==> src/rtl/cop_esc_pkg.sv <==
package cop_esc_pkg;
    typedef enum logic [1:0] {
        QS_NONE  = 2'b00,
        QS_FIRST = 2'b01,
        QS_FLUSH = 2'b10,
        QS_NEXT  = 2'b11
    } qs_e;

    typedef enum logic [1:0] {
        DEC_IDLE,
        DEC_MODRM,
        DEC_DUMMY
    } dec_state_e;

    localparam int unsigned OPC_W = 11;
    localparam logic [1:0] MOD_REG_ONLY = 2'b11;
endpackage

==> src/rtl/cop_esc_decode.sv <==
module cop_esc_decode
    import cop_esc_pkg::*;
#(
    parameter int unsigned ADDR_W  = 20,
    parameter logic [4:0]  ESC_TAG = 5'b11011
) (
    input  logic              clk,
    input  logic              rst_n,
    input  logic              fetch_valid,
    input  logic [1:0]        fetch_qs,
    input  logic [7:0]        fetch_byte,
    input  logic              bus_rd,
    input  logic [ADDR_W-1:0] bus_addr,
    input  logic              busy,
    output logic              launch,
    output logic [2:0]        launch_sel,
    output logic              esc_first,
    output logic [OPC_W-1:0]  op_code,
    output logic [ADDR_W-1:0] op_addr
);
    typedef struct packed {
        dec_state_e        st;
        logic [2:0]        sel;
        logic [7:0]        modrm;
        logic              overlap;
        logic [OPC_W-1:0]  code;
        logic [ADDR_W-1:0] addr;
    } dec_t;

    dec_t dec_d, dec_q;
    qs_e  qs;
    logic is_first, is_next, is_tag;

    always_comb begin
        qs        = qs_e'(fetch_qs);
        is_first  = fetch_valid && (qs == QS_FIRST);
        is_next   = fetch_valid && (qs == QS_NEXT);
        is_tag    = (fetch_byte[7:3] == ESC_TAG);
        dec_d     = dec_q;
        launch    = 1'b0;
        esc_first = 1'b0;
        if (qs == QS_FLUSH) begin
            dec_d.st = DEC_IDLE;
        end else if (is_first) begin
            if (is_tag) begin
                dec_d.st      = DEC_MODRM;
                dec_d.sel     = fetch_byte[2:0];
                dec_d.overlap = busy;
                esc_first     = 1'b1;
            end else begin
                dec_d.st = DEC_IDLE;
            end
        end else begin
            case (dec_q.st)
                DEC_MODRM: begin
                    if (is_next) begin
                        dec_d.modrm = fetch_byte;
                        if (fetch_byte[7:6] == MOD_REG_ONLY) begin
                            dec_d.st = DEC_IDLE;
                            if (!dec_q.overlap) begin
                                launch     = 1'b1;
                                dec_d.code = {dec_q.sel, fetch_byte};
                            end
                        end else begin
                            dec_d.st = DEC_DUMMY;
                        end
                    end
                end
                DEC_DUMMY: begin
                    if (bus_rd) begin
                        dec_d.st = DEC_IDLE;
                        if (!dec_q.overlap) begin
                            launch     = 1'b1;
                            dec_d.code = {dec_q.sel, dec_q.modrm};
                            dec_d.addr = bus_addr;
                        end
                    end
                end
                default: dec_d.st = DEC_IDLE;
            endcase
        end
    end

    always_ff @(posedge clk) begin
        if (!rst_n) begin
            dec_q <= '{st: DEC_IDLE, sel: '0, modrm: '0, overlap: 1'b0,
                       code: '0, addr: '0};
        end else begin
            dec_q <= dec_d;
        end
    end

    assign launch_sel = dec_q.sel;
    assign op_code    = dec_q.code;
    assign op_addr    = dec_q.addr;
endmodule

==> src/rtl/cop_exec_timer.sv <==
module cop_exec_timer #(
    parameter int unsigned LAT_BASE = 3,
    parameter int unsigned LAT_STEP = 2
) (
    input  logic       clk,
    input  logic       rst_n,
    input  logic       launch,
    input  logic [2:0] sel,
    output logic       busy
);
    localparam int unsigned MAX_LAT = LAT_BASE + 7 * LAT_STEP;
    localparam int unsigned CNT_W   = $clog2(MAX_LAT + 1);

    typedef struct packed {
        logic             busy;
        logic [CNT_W-1:0] cnt;
    } tmr_t;

    tmr_t tmr_d, tmr_q;

    always_comb begin
        tmr_d = tmr_q;
        if (tmr_q.busy) begin
            if (tmr_q.cnt == CNT_W'(1)) begin
                tmr_d.busy = 1'b0;
                tmr_d.cnt  = '0;
            end else begin
                tmr_d.cnt = tmr_q.cnt - CNT_W'(1);
            end
        end else if (launch) begin
            tmr_d.busy = 1'b1;
            tmr_d.cnt  = CNT_W'(LAT_BASE) + CNT_W'(LAT_STEP) * CNT_W'(sel);
        end
    end

    always_ff @(posedge clk) begin
        if (!rst_n) begin
            tmr_q <= '0;
        end else begin
            tmr_q <= tmr_d;
        end
    end

    assign busy = tmr_q.busy;
endmodule

==> src/rtl/cop_wait_gate.sv <==
module cop_wait_gate (
    input  logic clk,
    input  logic rst_n,
    input  logic host_wait,
    input  logic busy,
    input  logic esc_first,
    output logic host_stall,
    output logic proto_err
);
    logic err_d, err_q;

    always_comb begin
        err_d      = err_q | (esc_first & busy);
        host_stall = host_wait & busy;
    end

    always_ff @(posedge clk) begin
        if (!rst_n) begin
            err_q <= 1'b0;
        end else begin
            err_q <= err_d;
        end
    end

    assign proto_err = err_q;
endmodule

==> src/rtl/cop_escape_interlock.sv <==
module cop_escape_interlock
    import cop_esc_pkg::*;
#(
    parameter int unsigned ADDR_W   = 20,
    parameter logic [4:0]  ESC_TAG  = 5'b11011,
    parameter int unsigned LAT_BASE = 3,
    parameter int unsigned LAT_STEP = 2
) (
    input  logic              clk,
    input  logic              rst_n,
    input  logic              fetch_valid,
    input  logic [1:0]        fetch_qs,
    input  logic [7:0]        fetch_byte,
    input  logic              bus_rd,
    input  logic [ADDR_W-1:0] bus_addr,
    input  logic              host_wait,
    output logic              busy,
    output logic              host_stall,
    output logic              proto_err,
    output logic [OPC_W-1:0]  op_code,
    output logic [ADDR_W-1:0] op_addr
);
    logic       launch;
    logic [2:0] launch_sel;
    logic       esc_first;

    cop_esc_decode #(
        .ADDR_W (ADDR_W),
        .ESC_TAG(ESC_TAG)
    ) i_decode (
        .clk        (clk),
        .rst_n      (rst_n),
        .fetch_valid(fetch_valid),
        .fetch_qs   (fetch_qs),
        .fetch_byte (fetch_byte),
        .bus_rd     (bus_rd),
        .bus_addr   (bus_addr),
        .busy       (busy),
        .launch     (launch),
        .launch_sel (launch_sel),
        .esc_first  (esc_first),
        .op_code    (op_code),
        .op_addr    (op_addr)
    );

    cop_exec_timer #(
        .LAT_BASE(LAT_BASE),
        .LAT_STEP(LAT_STEP)
    ) i_timer (
        .clk   (clk),
        .rst_n (rst_n),
        .launch(launch),
        .sel   (launch_sel),
        .busy  (busy)
    );

    cop_wait_gate i_gate (
        .clk       (clk),
        .rst_n     (rst_n),
        .host_wait (host_wait),
        .busy      (busy),
        .esc_first (esc_first),
        .host_stall(host_stall),
        .proto_err (proto_err)
    );
endmodule

==> config.mk <==
export PLATFORM = sky130hd
export DESIGN_NAME = cop_escape_interlock
export DESIGN_NICKNAME = d
export VERILOG_FILES = /design/src/rtl/cop_esc_pkg.sv /design/src/rtl/cop_esc_decode.sv /design/src/rtl/cop_exec_timer.sv /design/src/rtl/cop_wait_gate.sv /design/src/rtl/cop_escape_interlock.sv
export SDC_FILE = /design/constraint.sdc
export NUM_CORES = 1
export LEC_CHECK = 0
export BUFFER_PORTS_ARGS = -buffer_cell sky130_fd_sc_hd__buf_2
export CORE_MARGIN = 3
export CORE_UTILIZATION = 46
export DETAILED_ROUTE_END_ITERATION = 16
export PLACE_DENSITY = 0.79
export SKIP_LAST_GASP = 1
export SLEW_MARGIN = 20
export SYNTH_ARGS = -nofsm -noshare
export SYNTH_HDL_FRONTEND = slang
export SYNTH_SLANG_ARGS = --single-unit
==> constraint.sdc <==
create_clock -name clk -period 2.25 [get_ports clk]
set_input_delay 0.45 -clock clk [delete_from_list [all_inputs] [get_ports clk]]
set_output_delay 0.45 -clock clk [all_outputs]
set_load 0.01 [all_outputs]
# Yosys cells after proc, flatten, opt, wreduce, memory -nomap -nowiden
# Cells that the tools add are included.
# word_totals
output_inout_bits	34
latch_bits	0
elab_cells	69
mem_bits_ro	0
n_memories	0
ramBits	0
in_bits	35
reg_bits	52
# classes
mux	26
eq_ne	15
n_reduce_logical	10
n_mul	0
div_mod_pow	0
add_sub_neg	2
n_lt_le_gt_ge	0
shift	0
bitwise_logic	7
# op_table
cell	n
$mux 31	2
$mux 11	3
$pmux 11 s2	1
$mux 6	2
$mux 1	11
$eq 2x2->1 const B	4
$mux 2	4
$reduce_and 8->1	1
$ne 2x2->1 const B	3
$add 2x4->5 const A	1
$eq 5x1->1 const B	1
$eq 5x5->1 const B	1
$mux 5	1
$reduce_and 5->1	1
$sub 5x1->5 const B	1
$eq 2x1->1 const B	2
$ne 2x1->1 const B	2
$not 1->1	4
$pmux 2 s2	1
$reduce_and 4->1	1
$reduce_bool 2->1	2
$ne 3x1->1 const B	1
$ne 3x2->1 const B	1
$reduce_and 3->1	1
6 further kinds	8

# Longest topological paths before layout
# Gate-level depths: netlist of the first run.
# depth
ltp_word	8
depth_mapped	7
depth_no_buf	6

# Cells and area by module
# From an unflattened synthesis of the first run, not the netlist that was laid out.
# hier_totals
cells_unflattened	314
hier_area_um2	2666.3
# by_module_without_submodules
mod	n_inst	area_each_um2	cells_each	seq_area_each_um2
cop_esc_decode	1	2237.1	266	900.9
cop_exec_timer	1	390.4	44	120.1
cop_wait_gate	1	38.8	4	20.0

# Worst setup path after synthesis of the first run
# Ideal clock, no wire load.
# synth_timing
path_type	register -> register
from	register i_decode.dec_q[44] (netlist bit)
to	register i_decode.dec_q (netlist bit i_decode.op_code[8])
stages_incl_launch_ff	8
setup_ns	0.072
t_arrival_ns	1.580
synth_period_minus_slack_ns	1.652
path_buffers	1
slack_ns	0.598
required_time_ns	2.178
cell_sequence	dfxtp_1 inv_1 ha_1 o21a_1 a21oi_2 and3_1 buf_6 mux2i_1
# synth_via
elab_chain_cells	3
elab_cells_between_ends	10
cone_classes	eq/ne (7); mux (1); reduce/logical (2)
# synth_lines
item	line	source
start: declaration	cop_esc_decode.sv:30	dec_t dec_d, dec_q;
start signal: assignment	cop_esc_decode.sv:86	dec_q <= '{st: DEC_IDLE, sel: '0, modrm: '0, overlap: 1'b0,
$eq 2x2->1 or $eq 2x1->1 (tied branches)	cop_esc_decode.sv:54	case (dec_q.st)
$ne 2x2->1 (no line), or another cell as far along	-	
$reduce_and 8->1 (no line)	-	
# Several ways; a longest one is shown, not always the timed one.
# A chain may end at the register's enable or synchronous reset.

# Final worst setup path of the first run
# layout_timing
from	register i_decode.dec_q[44] (netlist bit)
to	register i_timer.tmr_q[4] (netlist bit)
# layout_via
elab_chain_cells	5
elab_cells_between_ends	6
cone_classes	eq/ne (2); mux (3); reduce/logical (1)
# layout_lines
item	line	source
$eq 2x2->1 or $eq 2x1->1 (tied branches)	cop_esc_decode.sv:54	
$pmux 1 s2 *	cop_esc_decode.sv:54	
$mux 1 *	cop_esc_decode.sv:44	end else if (is_first) begin
$mux 1 *	cop_esc_decode.sv:42	if (qs == QS_FLUSH) begin
$reduce_bool 2->1 (no line) *	-	
end signal: assignment	cop_exec_timer.sv:40	tmr_q <= tmr_d;
end: declaration	cop_exec_timer.sv:19	tmr_t tmr_d, tmr_q;
# Mark *: on every way between the ends. The rest lies on a longest branch, timed or not.

==> flow_summary.ini, run 1 <==
[logic_synthesis]
synth-seq-cells = 52
synth_warnings = 0
synthFlopType = dfxtp_1
synthesis.area_um2 = 2550
postSynthNetCount = 345
synth.avg_cell_area_um2 = 8.36
syn_inst = 305
synth_cell_types = 46
synth_edf_count = 0
async_reset_ff_frac = 0
seq_area_frac_synth = 0.408

[critical_path]
crit_arrival_ns = 2.09
required_ns = 2.46
end_kind = flip-flop
start_kind = flip-flop
path_buf_inv = 1
crit_type = flip-flop to flip-flop
critPathLaunch = i_decode.dec_q[44]
cp_slowest_stage_delay_ns = 0.43
cp_slowest_cell = o31ai_4
crit_fanout = 10
reg2reg_depth = 6
r2r-end = i_timer.tmr_q[4]
r2r_slack_ns = 0.37
reg2reg_from = i_decode.dec_q[44]
path_cells = inv_1 > ha_1 > nand4_2 > o31ai_4 > nand2_2 > a221oi_1
path_delay_family = compound AO/OA/AOI/OAI gates

[clocking]
cts_root_buffer = clkbuf_8
cts_setup_buffers = 0
cts_htree_levels = 2
ctsHoldBuffers = 0
clock_sinks = 52
cts_resized = 0
cts_tree = done
cts_buffers = 5
clk_latency_ns = 0.30
path_clk_slew_ns = 0.09
cts_buffer_depth = 2

[pwr]
max-vdd-ir-drop_mv = 0.318
p_leak_nw = 1.09
swShare = 0.220
p_int_mw = 1.16
p_seq_frac = 0.617
power.switching_mw = 0.328
comb_power_share = 0.050
power_density_nw_per_um2 = 532
clkPwrFrac = 0.333
p_total_mw = 1.49

[grt]
grt_usage = 0.170
antenna_found_initial = 0
grt_pass1_vias = 1928
grt-ovfl-total = 0
grt_max_degree = 27
grt_pass1_wl_um = 8760

[cells_and_area]
diodes = 0
nNetsFinal = 382
regArea_um2 = 1040
layout_common_cells = buf_2 (68), nand2_1 (65), dfxtp_1 (52)
multi_input_area_um2 = 1140
fillers = 513
layout-drive-gt1-share = 0.266
final_common_cell = buf_2
syn_to_final_growth_pct = 9.91

[timing]
finalHoldViolations = 0
fin_skew_ns = 0.00420
tns_ns = 0
relSlewSlack = 0.573
max_freq_ghz = 0.532
layout_setup_ws_ns = 0.369
drv_slew = 0
min_period_over_period = 0.836
tightest_slew_ns = 0.641
finalSetupViolations = 0
rsz0062_at_grt = no
min_period_ns = 1.88

[route]
vias = 2122
routed_wl_um = 5330
remaining_drc_errors = 0
dr.first_iter.drc_count = 151
avgViaCountPerCell = 5.15
antenna_left = 0
dr.pass1.iters = 5
wl_per_cell_um = 12.9

[floorplan]
die_x_um = 80.5
rows = 26
start_util = 0.487
dieArea_um2 = 6480
ios = 69
die_h_um = 80.5
fp.coreArea_um2 = 5240

[placed_design]
dp_hpwl_um = 3930
port_buffers = 68
pre_cts_slack_ns = 0.383
gp_congestion = 0.781

[hold_path]
min_path_cells = 3
holdPathEnd = i_decode.op_addr[3]
min-delay-path-class = input pin to flip-flop
hold_start = bus_addr[3]

[status]
status = finished, final reports clean

[job]
drv_cap = 0
state kept, by name (all words and copies together) (netlist names):
name,flops
i_decode.op_code,11
i_decode.dec_q,11
i_timer.busy,1
i_decode.launch_sel,3
i_decode.op_addr,20
i_gate.proto_err,1
i_timer.tmr_q,5
layout make-up:
cell class                      count  area share
Clock inverter                      1     0.00178
Tap cell                           70      0.0312
Inverter                           17      0.0228
Sequential cell                    52       0.371
Timing Repair Buffer               75       0.140
Multi-Input combinational cell    191       0.407
Clock buffer                        6      0.0259
how the worst max path moves through the flow:
| stage | slack, ns | to | cells after the start |
|---|---|---|---|
| 3_3_place_gp | 0.41 | i_decode.op_addr[15] | 5 |
| 6_report | 0.37 | i_timer.tmr_q[4] | 6 |
| 3_5_place_dp | 0.38 | i_decode.op_addr[16] | 5 |
| 2_1_floorplan | 0.60 | i_decode.op_code[8] | 7 |
| 4_1_cts | 0.38 | i_timer.tmr_q[4] | 6 |
| 5_1_grt | 0.26 | i_timer.tmr_q[4] | 6 |
per-layer routing:
layer  GRT usage  up-vias  wire length (um)
met2       0.268       58              2490
met4      0.0574        0                84
met3      0.0415        7               360
li1            -     1087                 -
met1       0.226      970              2400
met5           0        -                 0
power groups by stage:
| stage | Sequential, mW | Clock [mW] | Combinational [mW] |
|---|---|---|---|
| global placement | 0.942 | 0 | 0.0738 |
| detailed placement | 0.942 | 0 | 0.0749 |
| CTS | 0.920 | 0.511 | 0.0750 |
| global route | 0.920 | 0.547 | 0.0831 |
| floorplan | 0.942 | 0 | 0.0294 |
| finish | 0.920 | 0.496 | 0.0748 |
cells in the mapped netlist (2+ instances only):
master,n,area [um2]
nor2_1,8,30.0
o21a_1,3,22.5
o21ai_0,5,25.0
and3_1,3,18.8
inv_1,16,60.1
buf_4,32,240
ha_1,5,62.6
or3_1,2,12.5
nand3_1,2,10.0
a31oi_1,10,62.6
buf_6,2,22.5
mux2i_1,7,70.1
a2bb2oi_1,8,70.1
buf_2,5,25.0
nor4_1,2,12.5
nand3b_1,2,15.0
a211oi_1,8,60.1
clkbuf_1,6,22.5
xor2_1,3,26.3
nand2_1,65,244
dfxtp_1,52,1040
a21oi_1,32,160
nor3_1,4,20.0
tightest hold or removal path: stages:
cell and delay (ns):
buf_2 0.09, nand2_1 0.04, a21oi_1 0.05
cells by family after synthesis:
| kind of cell | count (synthesis) | synth area share |
|---|---|---|
| adders and majority gates | 5 | 0.0245 |
| xor gates and xnor gates | 3 | 0.0103 |
| AOI/OAI and AO/OA | 75 | 0.192 |
| muxes | 7 | 0.0275 |
| DFF | 52 | 0.408 |
| and+or+nand+nor | 101 | 0.191 |
| buffers and inverters | 62 | 0.147 |
per-stage QoR:
| stage | cells | util | area (um2) | hold WS (ns) |
|---|---|---|---|---|
| floorplan | 305 | - | 2550 | 0.435 |
| global placement | 405 | 0.521 | 2730 | 0.441 |
| detailed placement | 405 | 0.521 | 2730 | 0.446 |
| CTS | 412 | 0.535 | 2800 | 0.370 |
| global route | 412 | 0.535 | 2800 | 0.374 |
| finish | 412 | 0.535 | 2800 | 0.377 |
(Power assumes the default switching activity.)
==> run 2: changes to the inputs <==
==> constraint.sdc (replaced) <==
create_clock -name clk -period 1.8 [get_ports clk]
set_input_delay 0.36 -clock clk [delete_from_list [all_inputs] [get_ports clk]]
set_output_delay 0.36 -clock clk [all_outputs]
set_load 0.01 [all_outputs]
==> run 2 against run 1 <==
  * Sequential share of layout area fell by 1.0 points
  * Maximum frequency rose by 13%
  * First-iteration DRC count fell by 13%
  * Critical path depth did not move
  * Utilization rose by 1.5 points
  * Largest power group unchanged
  * Highest routed layer unchanged
==> flow_summary.ini, run 2 (synthesis results as in run 1) <==
[status]
status = finished, final reports clean

[clocking]
path_clk_slew_ns = 0.10
cts_buffer_depth = 2
cts_resized = 0
cts_htree_levels = 2
cts_setup_buffers = 0
cts_root_buffer = clkbuf_8
ctsHoldBuffers = 0
clk_latency_ns = 0.30
cts_tree = done
cts_buffers = 5
clock_sinks = 52

[cells_and_area]
syn_to_final_growth_pct = 13.0
stdcell_area_um2 = 2880
finish.utilization = 0.551
nNetsFinal = 388
largest_reg_flops = 20
layout_common_cells = buf_2 (68), nand2_1 (65), dfxtp_1 (52)
final_common_cell = buf_2
layout-drive-gt1-share = 0.289
fillers = 500
fin_cells = 419
regArea_um2 = 1040
diodes = 0
multi_input_area_um2 = 1150

[timing]
min_period_over_period = 0.924
tightest_slew_ns = 0.482
relSlewSlack = 0.678
hold_ws_ns = 0.282
tns_ns = 0
rsz0062_at_grt = no
finalSetupViolations = 0
max_freq_ghz = 0.602
finalHoldViolations = 0
drv_slew = 0
fin_skew_ns = 0.00638
min_period_ns = 1.66
layout_setup_ws_ns = 0.138

[grt]
grt_max_degree = 28
grt_pass1_vias = 1931
grt_pass1_wl_um = 8910
grt_usage = 0.171
grt-ovfl-total = 0
antenna_found_initial = 0

[critical_path]
crit_arrival_ns = 1.88
crit_fanout = 5
start_kind = flip-flop
end_kind = flip-flop
crit_type = flip-flop to flip-flop
r2r_slack_ns = 0.14
required_ns = 2.01

[route]
dr_wl_met2_um = 2550
antenna_left = 0
wl_met3_um = 295
m1WireLength_um = 2460
avgViaCountPerCell = 5.08
routed_wl_um = 5340
dr.pass1.iters = 4
dr.max_layer_used = met4
dr.first_iter.drc_count = 131
vias = 2130
wl_per_cell_um = 12.7
remaining_drc_errors = 0

[pwr]
p_total_mw = 1.91
power_density_nw_per_um2 = 663
comb_power_share = 0.050
p_seq_frac = 0.601
p_int_mw = 1.47
swShare = 0.232
power.switching_mw = 0.444
max-vdd-ir-drop_mv = 0.399
clkPwrFrac = 0.349
p_leak_nw = 1.13

[floorplan]
fp.coreArea_um2 = 5240
die_x_um = 80.5
ios = 69
rows = 26
start_util = 0.487
dieArea_um2 = 6480
die_h_um = 80.5

[hold_path]
min-delay-path-class = input pin to flip-flop

[placed_design]
gp_congestion = 0.811
place_area_um2 = 2780
dp_hpwl_um = 4090
port_buffers = 68
pre_cts_slack_ns = 0.136
dp.cells = 411

[job]
drv_cap = 0
==> run 2: worst paths after layout <==
path | start | end | cells past startpoint
max reg2reg | i_decode.dec_q[44] | i_timer.tmr_q[2] | 6
max | i_decode.dec_q[44] | i_timer.tmr_q[2] | 6
min | bus_addr[4] | i_decode.op_addr[4] | 3
min reg2reg | i_decode.op_addr[4] | i_decode.op_addr[4] | 2
==> run 2: routing by layer <==
metal	vias to the layer above	global-route usage
met1	970	0.235
met4	0	0.0439
li1	1102	-
met2	53	0.276
met3	5	0.0314
met5	-	0
==> run 2: power by group through the flow <==
stage	logic (mW)	registers, mW	clock network, mW
after floorplan	0.0367	1.18	0
after global placement	0.0945	1.18	0
after detailed placement	0.0952	1.18	0
after CTS	0.0956	1.15	0.690
after global routing	0.106	1.15	0.729
final	0.0958	1.15	0.667
==> run 2: layout make-up <==
type	instances	area share
clock buffer	5	0.0239
clock inverter	3	0.00781
inverter	17	0.0221
multi-input combinational	191	0.397
sequential	52	0.361
tap	70	0.0304
timing repair buffer	81	0.157
==> run 2: critical path, cell delays in order (launching register included) <==
cell      delay [ns]
dfxtp_1         0.34
inv_1           0.06
ha_2            0.23
nand4_2         0.15
o31ai_4         0.40
nand2_2         0.11
a311oi_1        0.27
==> run 3: changes to the inputs <==
--- a/config.mk
+++ b/config.mk
@@ -6,10 +6,13 @@
 export NUM_CORES = 1
 export LEC_CHECK = 0
 export BUFFER_PORTS_ARGS = -buffer_cell sky130_fd_sc_hd__buf_2
+export CAP_MARGIN = 20
+export CELL_PAD_IN_SITES_DETAIL_PLACEMENT = 0
+export CELL_PAD_IN_SITES_GLOBAL_PLACEMENT = 2
 export CORE_MARGIN = 3
-export CORE_UTILIZATION = 46
+export CORE_UTILIZATION = 30
 export DETAILED_ROUTE_END_ITERATION = 16
-export PLACE_DENSITY = 0.79
+export PLACE_DENSITY = 0.87
 export SKIP_LAST_GASP = 1
 export SLEW_MARGIN = 20
 export SYNTH_ARGS = -nofsm -noshare
==> run 3 against run 2 <==
  * Sequential power hardly changed
  * Largest cell class unchanged
  * Combinational power is 6% higher
  * Cell area is 2.3% higher
  * Global-route usage is 4.4 points lower
  * Critical path depth is 1 higher
  * Cell count is 8.8% higher
  * Critical endpoint is now i_decode.op_addr[2]
  * Largest power group unchanged
==> flow_summary.ini, run 3 (synthesis results as in run 1) <==
[pwr]
max-vdd-ir-drop_mv = 0.264
p_int_mw = 1.51
comb_power_share = 0.053
power_density_nw_per_um2 = 655
clkPwrFrac = 0.352
swShare = 0.220
p_seq_frac = 0.595
power.switching_mw = 0.424
p_leak_nw = 1.14

[grt]
grt_pass1_vias = 2058
grt-ovfl-total = 0
grt_usage = 0.127
antenna_found_initial = 0
grt_pass1_wl_um = 10300
grt_max_degree = 30

[timing]
hold_ws_ns = 0.287
finalHoldViolations = 0
tns_ns = 0
finalSetupViolations = 0
drv_slew = 0
layout_setup_ws_ns = 0.148
min_period_ns = 1.65
rsz0062_at_grt = no
fin_skew_ns = 0.00394
min_period_over_period = 0.918
tightest_slew_ns = 0.547
max_freq_ghz = 0.605
relSlewSlack = 0.635

[floorplan]
start_util = 0.310
die_h_um = 98.2
fp.coreArea_um2 = 8220
dieArea_um2 = 9650
ios = 69
die_x_um = 98.2
rows = 33

[route]
dr.pass1.iters = 4
antenna_left = 0
avgViaCountPerCell = 4.63
vias = 2111
routed_wl_um = 6070
wl_per_cell_um = 13.3
dr.first_iter.drc_count = 90
remaining_drc_errors = 0

[cells_and_area]
nNetsFinal = 390
layout_common_cells = buf_2 (68), nand2_1 (65), dfxtp_1 (51)
fin_cells = 456
stdcell_area_um2 = 2950
final_common_cell = buf_2
diodes = 0
layout-drive-gt1-share = 0.285
syn_to_final_growth_pct = 15.6
largest_reg_flops = 20

[clocking]
ctsHoldBuffers = 0
cts_buffer_depth = 2
cts_root_buffer = clkbuf_8
cts_tree = done
clk_latency_ns = 0.30
cts_buffers = 5
clock_sinks = 52
cts_htree_levels = 2
path_clk_slew_ns = 0.09

[critical_path]
start_kind = flip-flop
crit_arrival_ns = 1.81
crit_type = flip-flop to flip-flop
crit_fanout = 20
required_ns = 1.96
end_kind = flip-flop

[placed_design]
pre_cts_slack_ns = 0.125
gp_congestion = 0.783
place_area_um2 = 2850
port_buffers = 68
dp_hpwl_um = 4530
dp.cells = 447

[job]
drv_cap = 0

[status]
status = finished, final reports clean

[hold_path]
min-delay-path-class = input pin to flip-flop
[run 3: area by class of cell]
cell class,count,area [um2]
fill,898,5270
multi-input combinational,191,1140
sequential,52,1040
timing repair buffer,83,482
tap,105,131
clock buffer,8,90.1
inverter,17,63.8
[run 3: per-stage QoR]
| stage | util | power [mW] |
|---|---|---|
| after floorplan | - | 1.21 |
| after global placement | 0.347 | 1.28 |
| after detailed placement | 0.347 | 1.28 |
| after CTS | 0.358 | 1.97 |
| after global routing | 0.359 | 2.01 |
| final | 0.359 | 1.93 |
[run 3: final timing paths]
path	startpoint	endpoint	slack, ns	cells after the start
min	bus_addr[13]	i_decode.op_addr[13]	0.29	3
max	i_decode.dec_q[43]	i_decode.op_addr[2]	0.15	7
min reg2reg	i_decode.op_addr[9]	i_decode.op_addr[9]	0.45	2
max reg2reg	i_decode.dec_q[43]	i_decode.op_addr[2]	0.15	7
[run 3: per-layer routing]
metal	track usage	part of all wire	up-vias
li1	-	-	1103
met3	0.0250	0.033	2
met5	0	0	-
met1	0.174	0.49	966
met2	0.211	0.47	40
met4	0.0231	0.0041	0
[run 3: power by group through the flow]
| stage | clock (mW) | combinational [mW] | sequential (mW) |
|---|---|---|---|
| floorplan | 0 | 0.0367 | 1.18 |
| finish | 0.679 | 0.102 | 1.15 |
| global placement | 0 | 0.105 | 1.18 |
| global route | 0.751 | 0.113 | 1.15 |
| detailed placement | 0 | 0.103 | 1.18 |
| CTS | 0.714 | 0.103 | 1.15 |
[run 3: what timing repair did]
item                                    4_1_cts  5_1_grt
gates resized for setup                       0        2
buffers inserted                              0        1
endpoints found under the setup margin        0        3
[run 3: critical path, stage by stage (launching register included)]
cell and delay (ns):
dfxtp_2 0.34, inv_1 0.05, ha_1 0.22, nand3b_1 0.15, or3_1 0.40, buf_4 0.21
nand2_1 0.08, a21oi_1 0.06
